[config.mk]
export PLATFORM = sky130hd
export DESIGN_NAME = wdot_acc
export DESIGN_NICKNAME = d
export VERILOG_FILES = /design/src/rtl/wdot_pkg.sv /design/src/rtl/wdot_ctrl.sv /design/src/rtl/wdot_lane.sv /design/src/rtl/wdot_dp.sv /design/src/rtl/wdot_acc.sv
export SDC_FILE = /design/constraint.sdc
export NUM_CORES = 2
export LEC_CHECK = 0
export ABC_AREA = 1
export BUFFER_PORTS_ARGS = -buffer_cell sky130_fd_sc_hd__buf_2
export CORE_ASPECT_RATIO = 1.2
export CORE_MARGIN = 1.5
export CORE_UTILIZATION = 40
export CTS_CLUSTER_DIAMETER = 150
export DETAILED_ROUTE_END_ITERATION = 8
export GPL_TIMING_DRIVEN = 0
export PLACE_DENSITY = 0.53
export SYNTH_ARGS = -nofsm -noshare
export SYNTH_HDL_FRONTEND = slang
export SYNTH_SLANG_ARGS = --single-unit
export TNS_END_PERCENT = 1
[constraint.sdc]
create_clock -name clk -period 26.2 [get_ports clk]
set_input_delay 2.62 -clock clk [delete_from_list [all_inputs] [get_ports clk]]
set_output_delay 2.62 -clock clk [all_outputs]
set_load 0.02 [all_outputs]
[src/rtl/wdot_pkg.sv]
package wdot_pkg;
  parameter int LANE_W = 16;
  parameter int LANES  = 4;
  parameter int ACC_W  = 64;
  localparam int OP_W  = LANE_W * LANES;

  typedef struct packed {
    logic load;
    logic sub;
    logic clear;
  } ctrlStrobe_t;
endpackage

[src/rtl/wdot_ctrl.sv]
module wdot_ctrl
  import wdot_pkg::*;
(
  input  logic        clk,
  input  logic        rst,
  input  logic        inValid,
  input  logic        doSub,
  output ctrlStrobe_t strobe,
  output logic        outValid
);
  always_comb begin
    strobe.load  = inValid & ~rst;
    strobe.sub   = doSub;
    strobe.clear = rst;
  end

  always_ff @(posedge clk) begin
    if (rst) outValid <= 1'b0;
    else     outValid <= inValid;
  end
endmodule

[src/rtl/wdot_lane.sv]
module wdot_lane #(
  parameter int LANE_W = 16,
  parameter int ACC_W  = 64
) (
  input  logic [LANE_W-1:0] laneA,
  input  logic [LANE_W-1:0] laneB,
  input  logic              enable,
  output logic [ACC_W-1:0]  product
);
  logic [ACC_W-1:0] wideA;
  logic [ACC_W-1:0] wideB;

  always_comb begin
    wideA   = enable ? {{(ACC_W-LANE_W){1'b0}}, laneA} : '0;
    wideB   = {{(ACC_W-LANE_W){1'b0}}, laneB};
    product = wideA * wideB;
  end
endmodule

[src/rtl/wdot_dp.sv]
module wdot_dp
  import wdot_pkg::*;
#(
  parameter int LW = LANE_W,
  parameter int NL = LANES,
  parameter int AW = ACC_W
) (
  input  logic             clk,
  input  ctrlStrobe_t      strobe,
  input  logic [LW*NL-1:0] opA,
  input  logic [LW*NL-1:0] opB,
  input  logic [AW-1:0]    accIn,
  input  logic [NL-1:0]    laneMask,
  output logic [AW-1:0]    result
);
  logic [AW-1:0] prod [NL];
  logic [AW-1:0] laneSum;
  logic [AW-1:0] nextVal;

  for (genvar k = 0; k < NL; k++) begin : g_lane
    wdot_lane #(.LANE_W(LW), .ACC_W(AW)) u_lane (
      .laneA  (opA[k*LW +: LW]),
      .laneB  (opB[k*LW +: LW]),
      .enable (laneMask[k]),
      .product(prod[k])
    );
  end

  always_comb begin
    laneSum = '0;
    for (int k = 0; k < NL; k++) laneSum = laneSum + prod[k];
    nextVal = strobe.sub ? (accIn - laneSum) : (accIn + laneSum);
  end

  always_ff @(posedge clk) begin
    if (strobe.clear)     result <= '0;
    else if (strobe.load) result <= nextVal;
  end
endmodule

[src/rtl/wdot_acc.sv]
module wdot_acc
  import wdot_pkg::*;
(
  input  logic          clk,
  input  logic          rst,
  input  logic          inValid,
  input  logic [63:0]   opA,
  input  logic [63:0]   opB,
  input  logic [63:0]   accIn,
  input  logic [3:0]    laneMask,
  input  logic          doSub,
  output logic          outValid,
  output logic [63:0]   result
);
  ctrlStrobe_t strobe;

  wdot_ctrl u_ctrl (
    .clk     (clk),
    .rst     (rst),
    .inValid (inValid),
    .doSub   (doSub),
    .strobe  (strobe),
    .outValid(outValid)
  );

  wdot_dp #(.LW(16), .NL(4), .AW(64)) u_dp (
    .clk     (clk),
    .strobe  (strobe),
    .opA     (opA),
    .opB     (opB),
    .accIn   (accIn),
    .laneMask(laneMask),
    .result  (result)
  );
endmodule

Yosys cells after proc, flatten, opt, wreduce, memory -nomap -nowiden
Cells that the tools add are included.
{ "word_totals": {"input_bits": 200, "out_inout_bits": 65, "ff_bits": 65} }
{ "classes": {"add_sub_neg": 5, "n_mul": 4, "mux": 5, "bitwise": 2} }
{ "op_table": {"columns": ["operator", "count"], "rows": [
  ["adder 64 bit", 4],
  ["multiplier 64 x 16 -> 64 bit", 4],
  ["2-to-1 mux 16 bit", 4],
  ["2-to-1 mux 64 bit", 1],
  ["subtractor 64 bit", 1],
  ["bitwise AND 1 bit", 1],
  ["NOT 1 bit", 1]
]} }

Longest topological paths before layout
{ "depth": {"ltp_word": 7, "depth_mapped": 58} }

Hierarchy
From an unflattened synthesis, not the netlist that was laid out.
{ "unflattened": {"hier_cells": 8341, "hier_area_um2": 55408.1} }
{ "modules_own_cells": {"columns": ["mod", "seq_area_each_um2", "instances", "area_each_um2", "cells_per_inst"], "rows": [
  ["wdot_dp", 1281.2, 1, 18084.8, 3193],
  ["wdot_lane (u_dp.g_lane[2].u_lane)", 0.0, 1, 9357.7, 1283],
  ["wdot_lane (u_dp.g_lane[1].u_lane)", 0.0, 1, 9326.4, 1288],
  ["wdot_lane (u_dp.g_lane[0].u_lane)", 0.0, 1, 9308.9, 1288],
  ["wdot_lane (u_dp.g_lane[3].u_lane)", 0.0, 1, 9283.9, 1283],
  ["wdot_ctrl", 20.0, 1, 46.3, 6]
]} }

Worst setup path before layout
No wires, ideal clock.
{ "synth_timing": {"path_type": "input to register", "startpoint": "in laneMask[0]", "endpoint": "reg u_dp.result[54]", "path_stages": 51, "setup_time_ns": 0.056, "required_ns": 26.144, "setup_slack_ns": 13.720, "arrival_time_ns": 12.424, "cell_sequence": "clkbuf_1 > clkbuf_1 > nand2_1 > inv_1 > clkbuf_1 > nand2_1 > fa_1 > inv_1 > fa_1 > fa_1 > fa_1 > fa_1 > inv_1 > fa_1 > inv_1 > fa_1 > fa_1 > fa_1 > [15 not listed] > nand2_4 > o21ai_0 > xor2_1 > inv_1 > ha_1 > nand2_1 > nor2_1 > inv_1 > nor2_1 > nand3_1 > o21ai_0 > a21oi_1 > nand3b_1 > a21oi_1 > nor2_1 > nand2_1 > nand2_1 > inv_1"} }
{ "synth_between": {"elab_chain_len": 7, "word_cells_on_any_way": 8, "cone_classes": "add/sub (5); mul (1); mux (2)"} }
{ "synth_rtl": {"columns": ["item", "line_no", "rtl"], "rows": [
  ["start: declaration", "wdot_acc.sv:10", "input logic [3:0] laneMask,"],
  ["2-to-1 mux 16 bit (*)", "wdot_lane.sv:14", "wideA = enable ? {{(ACC_W-LANE_W){1'b0}}, laneA} : '0;"],
  ["multiplier 64 x 16 -> 64 bit (*)", "wdot_lane.sv:16", "product = wideA * wideB;"],
  ["adder 64 bit (*) (3 in a row)", "wdot_dp.sv:31", "for (int k = 0; k < NL; k++) laneSum = laneSum + prod[k];"],
  ["adder 64 bit or subtractor 64 bit (tied branches)", "wdot_dp.sv:32", "nextVal = strobe.sub ? (accIn - laneSum) : (accIn + laneSum);"],
  ["2-to-1 mux 64 bit (*)", "wdot_dp.sv:32", null],
  ["end signal: assignment", "wdot_dp.sv:37", "else if (strobe.load) result <= nextVal;"],
  ["end: declaration", "wdot_dp.sv:14", "output logic [AW-1:0] result"]
]} }
Mark *: on every way between the ends. The rest lies on a longest branch, timed or not.
A chain may end at the register's enable or synchronous reset.

Worst setup path in the final report
{ "layout_timing": {"startpoint": "in laneMask[1]", "endpoint": "reg u_dp.result[54]"} }
Same word-level chain as after synthesis.

==> impl_results.md <==
- DRC: 0
- Post-synthesis register bit count: 65
- Critical Path AT: about 15000 ps
- Slew @ Worst Pin: 895.1 ps
- Via density: 4.935
- Slowest CP cell: o21ai_0
- Critical path buffers and inverters: 11
- CP max FO: 10
- Clock sink count: 65
- Setup crit start kind: input pin
- Starting Density: 40.34%
- # rows: 132
- Worst Clk Skew: 0 ps
- Initial antenna violation count: 10
- Setup Viol. Count Final: 0
- Max_cap viols: 0
- Final Hold Fails: 0
- Cells after Synth: 5744
- Fin crit period: 14960 ps
- Area contributors post-synth: fa_1 (44%), inv_1 (14%), ha_1 (12%)
- Crit-path max cell delay: between 700 and 800 ps
- R2r setup slk: 25490 ps
- RSZ-0062 raised after global routing: no
- Unique masters post-synth: 50
- Clock buffer depth: 2
- Final nets: between 7000 and 8000
- Pre-CTS WS: 11060 ps
- Synthesized net count: between 7000 and 8000
- PnR worst setup slack: 11240 ps
- Synth-to-layout area growth: 7.532%
- IO buf count: 246
- CP delay by family, top: adder cells
- Placed standard-cell area: about 46000 µm²
- Outcome: finished, final reports clean
- Top FF cell, synth: dfxtp_1
- Fin crit share: 57.09%
- Clock root buffer: clkbuf_16
- Global-route usage over all layers: 28.34%
- 1st-iter DRT viols: 2376
- Remaining global-route overflow: 0
- Drt first pass iters: 6
- F_max: roughly 0.067 GHz
- First-pass GRT wire length: 234.2 mm
- H-tree Lvls: 3
- Clock-pin slew on the worst setup and hold paths: 50 ps
- Critical Setup Path Class: in2reg
- CP required: roughly 26000 ps
- Cts hold-fix bufs: 0
- WL final: between 150 and 200 mm
- Critical path capture point type: flop
- Postcts setup bufs: 0
- HPWL after DPL: between 100 and 150 mm
- Worst Hold Class: reg2reg
- Most common cell after layout, fill and taps aside: inv_1
- Die height: 364.3 µm
- FFs w/ async S/R, synth: 0%
- Vias in the first global route: 38660
- # resized after CTS: 0
- Full die area: 110800 µm²
- Setup TNS: 0 ps
- Most frequent cells in the layout: inv_1 (1598), nand2_1 (1110), fa_1 (965)
- Most Frequent Cell on Critical Path: nand2_1
- Vias: 36600
- Layout cell share with drive strength beyond 1: 5.097%
- Chip width: 304.1 µm
- Synthesized area per cell: 7.574 µm²
- Leading area contributor after synthesis: fa_1
- Slew margin rel.: 39.69%
- Total core area: 107800 µm²
- # IOs: roughly 270
- Clk_lat worst skew: 350 ps
- Max Transition Viols Final: 0
- Post-synth top area share: 44.41%
- CTS Buf Count: 9
- Seq/Total Area, Yosys: 2.991%
- Largest net degree at the start of global routing: 11
- Synth warnings: 0
- CTS tree: done
- Avg WL per Cell: 20.72 µm
- Post-DRT Antenna Nets: 0
- Placer congestion estimate: slightly below 1
- Post-Syn Area: 43500 µm²
- Number of synthesized flops with an enable pin: 0
- Finished layout cell area: 46780 µm²
[cell usage after synthesis (all sizes together) (2+ instances only)]
| cell | number |
|---|---|
| nand2 | 1128 |
| o21a | 11 |
| fa | 965 |
| o21bai | 6 |
| and2 | 5 |
| inv | 1600 |
| xnor2 | 15 |
| o211ai | 16 |
| nand4 | 21 |
| o21ai | 121 |
| xor2 | 49 |
| nor4 | 5 |
| a31oi | 27 |
| clkinv | 8 |
| nor2 | 805 |
| or2 | 2 |
| nand3 | 120 |
| a21boi | 3 |
| a21o | 7 |
| a221oi | 2 |
| clkbuf | 147 |
| buf | 6 |
| ha | 429 |
| o221ai | 8 |
| nor3 | 17 |
| a211oi | 3 |
| nand3b | 7 |
| dfxtp | 65 |
| a21oi | 141 |
[per-layer routing]
| metal | vias to the layer above | share of wire (%) | global-route usage [%] |
|---|---|---|---|
| met5 | - | 0.0072 | 0 |
| met4 | 2 | 3.0 | 7.321 |
| met3 | 182 | 4.6 | 2.012 |
| met2 | 1011 | 50 | 50.92 |
| met1 | 18300 | 42 | 36.91 |
| li1 | 17110 | - | - |
[worst register-to-register path, stage by stage, from the launching register on]
cell	delay [ps]
dfxtp_1	320
o221ai_1	220
inv_1	60
[metrics by stage]
stage | hold slack (ps) | util [%] | std cells
6_report | 482.9 | 43.38 | 7417
5_1_grt | 509.5 | 43.38 | 7417
4_1_cts | 484.3 | 43.36 | 7411
3_5_place_dp | 473.3 | 43.11 | 7397
3_3_place_gp | 475.0 | 43.11 | 7397
2_1_floorplan | 549.7 | - | 5744
[flip-flops by register name, summed over array words and instances, names as in the netlist]
signal,flops
u_ctrl.outValid,1
u_dp.result,64
[path summary, 6_finish.rpt]
check             startpoint              end  cells after the start
max              laneMask[1]  u_dp.result[54]                     51
max reg2reg  u_dp.result[15]  u_dp.result[15]                      2
min reg2reg   u_dp.result[7]   u_dp.result[7]                      2
min           u_dp.result[7]   u_dp.result[7]                      2
[final cells by class]
| type | instances | area [µm²] |
|---|---|---|
| multi-input cells | 3918 | 35580 |
| fillers | 11480 | 61070 |
| clock buffers | 11 | 252.7 |
| inverters | 1608 | 6036 |
| flip-flops and latches | 65 | 1301 |
| clock inverters | 3 | 17.52 |
| plain buffers | 153 | 583.1 |
| diodes | 6 | 15.01 |
| well taps | 1407 | 1760 |
| repair buffers | 246 | 1231 |
[cells by family (layout without fill, tap and decap cells)]
kind of cell	after synthesis	after routing	synth area share [%]
AND/OR/NAND/NOR	2111	2111	19.25
buffers and inverters	1761	2021	15.21
adder cells (fa/ha/maj)	1394	1394	56.74
AO/OA/AOI/OAI	349	349	4.510
flip-flops	65	65	2.991
XOR/XNOR	64	64	1.288
other	0	6	0
Power is not shown: default switching activity piles up to over one toggle a cycle in this logic, so the estimate is an artifact.
